$ cat config.mk
export PLATFORM = sky130hd
export DESIGN_NAME = adc_poll_reader
export DESIGN_NICKNAME = d
export VERILOG_FILES = /design/src/rtl/adc_rd_pkg.sv /design/src/rtl/adc_rd_rstsync.sv /design/src/rtl/adc_rd_tick.sv /design/src/rtl/adc_rd_shift.sv /design/src/rtl/adc_rd_decode.sv /design/src/rtl/adc_poll_reader.sv
export SDC_FILE = /design/constraint.sdc
export NUM_CORES = 1
export LEC_CHECK = 0
export ABC_CLOCK_PERIOD_IN_PS = 6550
export BUFFER_PORTS_ARGS = -buffer_cell sky130_fd_sc_hd__buf_4
export CAP_MARGIN = 20
export CELL_PAD_IN_SITES_DETAIL_PLACEMENT = 1
export CELL_PAD_IN_SITES_GLOBAL_PLACEMENT = 2
export CORE_AREA = 2 2 112 114
export CTS_BUF_LIST = sky130_fd_sc_hd__clkbuf_8
export CTS_CLUSTER_SIZE = 30
export DETAILED_ROUTE_END_ITERATION = 6
export DIE_AREA = 0 0 114 116
export PLACE_DENSITY = 0.72
export SLEW_MARGIN = 40
export SYNTH_ARGS = -nofsm -noshare
export SYNTH_HDL_FRONTEND = slang
export SYNTH_SLANG_ARGS = --single-unit
$ cat constraint.sdc
create_clock -name clk_i -period 6.55 [get_ports clk_i]
set_input_delay 0.655 -clock clk_i [delete_from_list [all_inputs] [get_ports clk_i]]
set_output_delay 0.655 -clock clk_i [all_outputs]
set_load 0.01 [all_outputs]
$ cat src/rtl/adc_rd_pkg.sv
package adc_rd_pkg;
  localparam int WORD_W = 24;
  localparam int CODE_W = 22;
  localparam int BIT_LO = 23;
  localparam int BIT_HI = 22;

  typedef enum logic [2:0] {
    ST_IDLE,
    ST_SEL_LOW,
    ST_SEL_HIGH,
    ST_CLK_LOW,
    ST_CLK_HIGH
  } rd_state_t;

  typedef struct packed {
    logic              range_lo;
    logic              range_hi;
    logic              bad_link;
    logic [CODE_W-1:0] code;
  } rd_result_t;
endpackage

$ cat src/rtl/adc_rd_rstsync.sv
module adc_rd_rstsync #(
  parameter int STAGES = 2
) (
  input  logic clk_i,
  input  logic arst_n_i,
  output logic rst_n_o
);
  logic [STAGES-1:0] chain_q;
  logic [STAGES-1:0] chain_d;

  always_comb begin
    chain_d = {chain_q[STAGES-2:0], 1'b1};
  end

  always_ff @(posedge clk_i or negedge arst_n_i) begin
    if (!arst_n_i) chain_q <= '0;
    else           chain_q <= chain_d;
  end

  assign rst_n_o = chain_q[STAGES-1];
endmodule

$ cat src/rtl/adc_rd_tick.sv
module adc_rd_tick #(
  parameter int DIV_W = 8
) (
  input  logic             clk_i,
  input  logic             rst_n_i,
  input  logic             run_i,
  input  logic [DIV_W-1:0] div_i,
  output logic             tick_o
);
  logic [DIV_W-1:0] cnt_q;
  logic [DIV_W-1:0] cnt_d;
  logic             wrap;

  assign wrap   = (cnt_q == div_i);
  assign tick_o = run_i & wrap;

  always_comb begin
    cnt_d = cnt_q;
    if (!run_i || wrap) cnt_d = '0;
    else                cnt_d = cnt_q + DIV_W'(1);
  end

  always_ff @(posedge clk_i or negedge rst_n_i) begin
    if (!rst_n_i) cnt_q <= '0;
    else          cnt_q <= cnt_d;
  end

  // with a level longer than one cycle, two ticks are never adjacent
  assert_tick_spacing_R8: assert property (@(posedge clk_i) disable iff (!rst_n_i)
    ($past(tick_o) && run_i && (div_i != '0)) |-> !tick_o);
endmodule

$ cat src/rtl/adc_rd_shift.sv
module adc_rd_shift #(
  parameter int W     = 24,
  parameter int CNT_W = $clog2(W + 2)
) (
  input  logic             clk_i,
  input  logic             rst_n_i,
  input  logic             clr_i,
  input  logic             cap_i,
  input  logic             bit_i,
  output logic [W-1:0]     word_o,
  output logic [CNT_W-1:0] count_o
);
  logic [W-1:0]     word_q, word_d;
  logic [CNT_W-1:0] count_q, count_d;

  always_comb begin
    word_d  = word_q;
    count_d = count_q;
    if (clr_i) begin
      count_d = '0;
    end else if (cap_i) begin
      word_d  = {word_q[W-2:0], bit_i};
      count_d = count_q + CNT_W'(1);
    end
  end

  always_ff @(posedge clk_i or negedge rst_n_i) begin
    if (!rst_n_i) begin
      word_q  <= '0;
      count_q <= '0;
    end else begin
      word_q  <= word_d;
      count_q <= count_d;
    end
  end

  assign word_o  = word_q;
  assign count_o = count_q;

  // the longest transfer captures W+1 bits
  assert_count_bound_R7: assert property (@(posedge clk_i) disable iff (!rst_n_i)
    count_q <= CNT_W'(W + 1));
endmodule

$ cat src/rtl/adc_rd_decode.sv
module adc_rd_decode
  import adc_rd_pkg::*;
(
  input  logic [WORD_W-1:0] word_i,
  output rd_result_t        res_o
);
  always_comb begin
    res_o.range_lo = word_i[BIT_LO];
    res_o.range_hi = word_i[BIT_HI];
    res_o.bad_link = word_i[BIT_LO] & word_i[BIT_HI];
    res_o.code     = word_i[CODE_W-1:0];
  end
endmodule

$ cat src/rtl/adc_poll_reader.sv
module adc_poll_reader
  import adc_rd_pkg::*;
#(
  parameter int DIV_W       = 8,
  parameter int POLL_W      = 8,
  parameter int SYNC_STAGES = 2
) (
  input  logic              clk_i,
  input  logic              arst_n_i,
  input  logic              start_i,
  input  logic              spi_mode11_i,
  input  logic [DIV_W-1:0]  half_div_i,
  input  logic [POLL_W-1:0] poll_max_i,
  input  logic              sdo_i,
  output logic              cs_n_o,
  output logic              sck_o,
  output logic [21:0]       code_o,
  output logic              ovf_hi_o,
  output logic              ovf_lo_o,
  output logic              link_err_o,
  output logic              timeout_o,
  output logic              valid_o
);
  localparam int CNT_W = $clog2(WORD_W + 2);

  logic rst_n;
  adc_rd_rstsync #(.STAGES(SYNC_STAGES)) u_rst (
    .clk_i(clk_i), .arst_n_i(arst_n_i), .rst_n_o(rst_n)
  );

  rd_state_t         state_q, state_d;
  logic              mode_q, mode_d;
  logic [DIV_W-1:0]  div_q, div_d;
  logic [POLL_W-1:0] lim_q, lim_d;
  logic [POLL_W-1:0] polls_q, polls_d;
  logic              cs_q, cs_d;
  logic              sck_q, sck_d;
  logic              clr, cap, done, tmo;
  logic              tick;
  logic [WORD_W-1:0] word;
  logic [CNT_W-1:0]  count;
  logic [CNT_W-1:0]  need;
  rd_result_t        res;
  rd_result_t        res_q;
  logic              valid_q, err_q, tmo_q;

  adc_rd_tick #(.DIV_W(DIV_W)) u_tick (
    .clk_i(clk_i), .rst_n_i(rst_n), .run_i(state_q != ST_IDLE),
    .div_i(div_q), .tick_o(tick)
  );

  adc_rd_shift #(.W(WORD_W), .CNT_W(CNT_W)) u_shift (
    .clk_i(clk_i), .rst_n_i(rst_n), .clr_i(clr), .cap_i(cap),
    .bit_i(sdo_i), .word_o(word), .count_o(count)
  );

  adc_rd_decode u_dec (.word_i(word), .res_o(res));

  assign need = mode_q ? CNT_W'(WORD_W) : CNT_W'(WORD_W + 1);

  // next-state logic
  always_comb begin
    state_d = state_q;
    mode_d  = mode_q;
    div_d   = div_q;
    lim_d   = lim_q;
    polls_d = polls_q;
    clr     = 1'b0;
    cap     = 1'b0;
    done    = 1'b0;
    tmo     = 1'b0;
    unique case (state_q)
      ST_IDLE: begin
        if (start_i) begin
          state_d = ST_SEL_LOW;
          mode_d  = spi_mode11_i;
          div_d   = half_div_i;
          lim_d   = poll_max_i;
          polls_d = '0;
          clr     = 1'b1;
        end
      end
      ST_SEL_LOW: begin
        if (tick) begin
          if (!sdo_i) begin
            state_d = ST_CLK_LOW;
          end else if (polls_q == lim_q) begin
            state_d = ST_IDLE;
            tmo     = 1'b1;
          end else begin
            state_d = ST_SEL_HIGH;
            polls_d = polls_q + POLL_W'(1);
          end
        end
      end
      ST_SEL_HIGH: begin
        if (tick) state_d = ST_SEL_LOW;
      end
      ST_CLK_LOW: begin
        if (tick) begin
          state_d = ST_CLK_HIGH;
          cap     = 1'b1;
        end
      end
      ST_CLK_HIGH: begin
        if (tick) begin
          if (count == need) begin
            state_d = ST_IDLE;
            done    = 1'b1;
          end else begin
            state_d = ST_CLK_LOW;
          end
        end
      end
      default: state_d = ST_IDLE;
    endcase

    cs_d = (state_d == ST_IDLE) || (state_d == ST_SEL_HIGH);
    unique case (state_d)
      ST_CLK_LOW:  sck_d = 1'b0;
      ST_CLK_HIGH: sck_d = 1'b1;
      default:     sck_d = mode_d;
    endcase
  end

  // control registers
  always_ff @(posedge clk_i or negedge rst_n) begin
    if (!rst_n) begin
      state_q <= ST_IDLE;
      mode_q  <= 1'b1;
      div_q   <= '0;
      lim_q   <= '0;
      polls_q <= '0;
      cs_q    <= 1'b1;
      sck_q   <= 1'b1;
    end else begin
      state_q <= state_d;
      mode_q  <= mode_d;
      div_q   <= div_d;
      lim_q   <= lim_d;
      polls_q <= polls_d;
      cs_q    <= cs_d;
      sck_q   <= sck_d;
    end
  end

  // result registers with explicit load enable
  always_ff @(posedge clk_i or negedge rst_n) begin
    if (!rst_n) begin
      res_q <= '0;
    end else if (done) begin
      res_q <= res;
    end
  end

  always_ff @(posedge clk_i or negedge rst_n) begin
    if (!rst_n) begin
      valid_q <= 1'b0;
      err_q   <= 1'b0;
      tmo_q   <= 1'b0;
    end else begin
      valid_q <= done & ~res.bad_link;
      err_q   <= done &  res.bad_link;
      tmo_q   <= tmo;
    end
  end

  assign cs_n_o     = cs_q;
  assign sck_o      = sck_q;
  assign code_o     = res_q.code;
  assign ovf_hi_o   = res_q.range_hi;
  assign ovf_lo_o   = res_q.range_lo;
  assign link_err_o = err_q;
  assign timeout_o  = tmo_q;
  assign valid_o    = valid_q;

  assert_valid_single_R9: assert property (@(posedge clk_i) disable iff (!rst_n)
    valid_o |=> !valid_o);
  assert_valid_deselected_R9: assert property (@(posedge clk_i) disable iff (!rst_n)
    (valid_o || link_err_o) |-> cs_n_o);
  assert_err_not_valid_R10: assert property (@(posedge clk_i) disable iff (!rst_n)
    !(valid_o && link_err_o));
  assert_timeout_alone_R5: assert property (@(posedge clk_i) disable iff (!rst_n)
    timeout_o |-> (!valid_o && !link_err_o && cs_n_o));
  assert_sck_quiet_deselected_R4: assert property (@(posedge clk_i) disable iff (!rst_n)
    (cs_n_o && $past(cs_n_o)) |-> $stable(sck_o));
endmodule

==> flow_metrics.py <==
metrics = {
    "clock_network": {
        "clk_root_buffer_cell": "clkbuf_8",
        "cts_resized": 0,
        "clk_latency_ns": 0.36,
        "clockBufferDepth": 2,
        "cts_buffers": 9,
        "htree_levels": 3,
        "cts_tree": "yes",
        "cts_setup_buffers": 0,
        "cts_sinks": 96,
        "clk_pin_slew_ns": 0.09,
        "cts_hold_buf": 0,
    },
    "timing": {
        "slew_viol_final": 0,
        "slew_headroom_pct": 53.6,
        "period_share_pct": 41.3,
        "period_minus_slack_ns": 2.70,
        "hold_viol": 0,
        "setup_tns_ns": 0,
        "max_freq_ghz": 0.370,
        "rsz0062_at_grt": "false",
        "finalSetupViolCount": 0,
        "tightest_slew_ns": 0.694,
        "fin_skew_ns": 0.0139,
    },
    "detailed_routing": {
        "wl_per_cell_um": 14.9,
        "postRouteAntennaNets": 0,
        "wl_met2_um": 4050,
        "vias": 2685,
        "wl_um": 8230,
        "drtIter0Drc": 73,
        "routed-wl-met3_um": 204,
        "top_layer": "met4",
        "drc_errors": 0,
        "wl_met1_um": 3840,
        "firstDrtPassIters": 4,
        "via_per_inst": 4.87,
    },
    "cells_and_area": {
        "syn_to_final_growth_pct": 17.3,
        "diodes": 0,
        "design_area_mm2": 0.00487,
        "finalNonFillerCells": 551,
        "nNetsFinal": 424,
        "drive_above_1_share_pct": 31.2,
    },
    "yosys": {
        "synth_top_family_by_area": "simple AND/OR/NAND/NOR gates",
        "synthDominantCellAreaShare_pct": 56.0,
        "synth_xor_xnor_area_share_pct": 5.48,
        "synth_fp_nets": 377,
        "synth_edf_count": 0,
        "synth.most_common_cell": "dfrtp_1",
        "synthTopCellsByArea": "dfrtp_1 56%, mux2_2 13%, nand2_1 6.0%",
        "synth.avg_cell_area_um2": 11.8,
        "yosys.area_share.simple_pct": 14.9,
        "ys_seq_area_share_pct": 57.9,
        "netlist-cell-type-count": 45,
        "synth-compound-area-share_pct": 4.94,
        "synthAdderAreaFrac_pct": 0.904,
        "synthMuxAreaShare_pct": 13.5,
        "synthArstFlopShare_pct": 100,
        "synth_seq_cells": 96,
        "synth_largest_area_cell": "dfrtp_1",
        "yosys_warnings": 0,
        "syn_inst": 353,
        "synthTopCellsByCount": "93 x dfrtp_1, 66 x nand2_1, 48 x mux2_2, 22 x xor2_1, 18 x nor2_1",
        "synth-main-ff-cell": "dfrtp_1",
        "synth.cell_area_mm2": 0.00415,
    },
    "floorplanning": {
        "dieWidth_um": 114,
        "ioPinCount": 50,
        "initial_core_util_pct": 34.9,
        "die_h_um": 116,
        "core-area_mm2": 0.0119,
        "rows": 40,
        "die_area_mm2": 0.0132,
    },
    "pwr": {
        "power.density_mw_per_mm2": 342,
        "ir_drop_v": 0.000132,
        "p_leak_nw": 2.44,
    },
    "worst_setup_path": {
        "worstPathMaxFanout": 25,
        "cp_data_required_time_ns": 6.80,
        "arrival_ns": 2.95,
        "worstSetupEndpoint": "code_o[6]$_DFFE_PN0P_",
        "r2r_slack_ns": 3.85,
        "rr_worst_depth": 6,
        "reg2reg_from": "u_tick.cnt_q[2]$_DFF_PN0_",
        "crit_start": "u_tick.cnt_q[2]$_DFF_PN0_",
        "cp-end-kind": "register",
        "timing.rr.end": "code_o[6]$_DFFE_PN0P_",
        "startpoint_type": "register",
        "path_class": "register to register",
    },
    "placed_design": {
        "globalplace.congestion": 0.721,
        "place_area_mm2": 0.00465,
        "numPortBuffers": 49,
        "hpwl_um": 5630,
        "numPlacedInstances": 536,
    },
    "global_route": {
        "grt_max_degree": 72,
        "grt_pass1_wl_um": 14100,
        "antenna_found_initial": 0,
        "grt_overflow": 0,
        "first_global_vias": 2864,
        "grt_util_all_layers_pct": 13.6,
    },
    "run": {
        "drv_cap": 0,
    },
    "run_status": {
        "status": "finished, final reports clean",
    },
    "hold_path": {
        "min-delay-path-class": "primary input to async pin",
    },
}
[critical path: stages (launching register included)]
cell	delay [ns]
dfrtp_1	0.44
xor2_1	0.21
nor4_4	0.34
and2_1	0.44
nand2_1	0.19
nor2_4	0.57
mux2_2	0.40
[layout make-up]
type                            instances  area [µm²]
Tap cell                              147         184
Inverter                                4        15.0
Multi-Input combinational cell        237        1650
Sequential cell                        96        2410
Timing Repair Buffer                   52         394
Clock buffer                            9         124
Fill cell                            1333        7040
Clock inverter                          6        90.1
[power by group]
| part | internal, W | switching, W | total, W |
|---|---|---|---|
| registers | 0.000703 | 0.000114 | 0.000818 |
| logic | 0.000177 | 0.000244 | 0.000420 |
| clock network | 0.000215 | 0.000211 | 0.000426 |
[cell families (layout without fill, tap and decap cells)]
| group | after synthesis | in the layout |
|---|---|---|
| and+or+nand+nor | 126 | 126 |
| other | 1 | 1 |
| AOI/OAI and AO/OA | 31 | 31 |
| muxes | 50 | 50 |
| adders and majority gates | 3 | 3 |
| xor gates and xnor gates | 26 | 26 |
| DFF | 96 | 96 |
| buffers and inverters | 20 | 71 |
[placed cells by master, fill, tap and decap left out, types with 2 or more instances in the layout]
cell       count
buf_4         51
and2_1         4
a21o_1         2
nand4_1        2
mux2_2        48
xor2_1        22
nand2_1       65
nor4_4         2
and3_1         5
mux2i_1        2
or3_1          3
xnor2_1        4
ha_1           3
bufinv_16      2
nor3_1         4
o21ai_0        8
dfstp_2        3
or4_1          2
inv_1          4
clkbuf_8       9
nand3_1       10
a21oi_1        7
nand2b_1       2
nor2_1        18
o31ai_1        2
inv_6          2
dfrtp_1       92
nor4_1         2
o211ai_1       2
[worst min path at each step]
stage,end,slack [ns],cells after the start
3_5_place_dp,u_tick.cnt_q[3]$_DFF_PN0_,0.24,0
2_1_floorplan,u_rst.chain_q[1]$_DFF_PN0_,0.33,0
3_3_place_gp,u_tick.cnt_q[0]$_DFF_PN0_,0.23,0
4_1_cts,u_rst.chain_q[1]$_DFF_PN0_,0.03,1
5_1_grt,u_rst.chain_q[1]$_DFF_PN0_,0.04,1
6_report,u_rst.chain_q[1]$_DFF_PN0_,0.06,1
[layer usage]
layer  vias up  global-route usage, %
li1       1293                      -
met1      1361                   18.3
met2        22                   21.6
met3         9                   2.30
met4         0                   6.10
met5         -                      0
[stage by stage]
step	utilization [%]	setup WS [ns]	total power, W	hold WS, ns
2_1_floorplan	-	3.68	0.00114	0.331
3_3_place_gp	39.0	3.91	0.00124	0.229
3_5_place_dp	39.1	3.82	0.00126	0.235
4_1_cts	40.9	3.81	0.00169	0.0336
5_1_grt	40.9	3.55	0.00179	0.0350
6_report	40.9	3.85	0.00166	0.0566
[registers in the layout, summed over array words and instances (netlist names)]
register	cells
u_shift.word_o	24
u_tick.cnt_q	8
polls_q	8
code_o	22
u_rst.chain_q	2
div_q	8
u_shift.count_o	5
sck_o	1
ovf_lo_o	1
cs_n_o	1
valid_o	1
ovf_hi_o	1
mode_q	1
lim_q	8
link_err_o	1
state_q	3
timeout_o	1
Power figures use the tool's default switching activity.
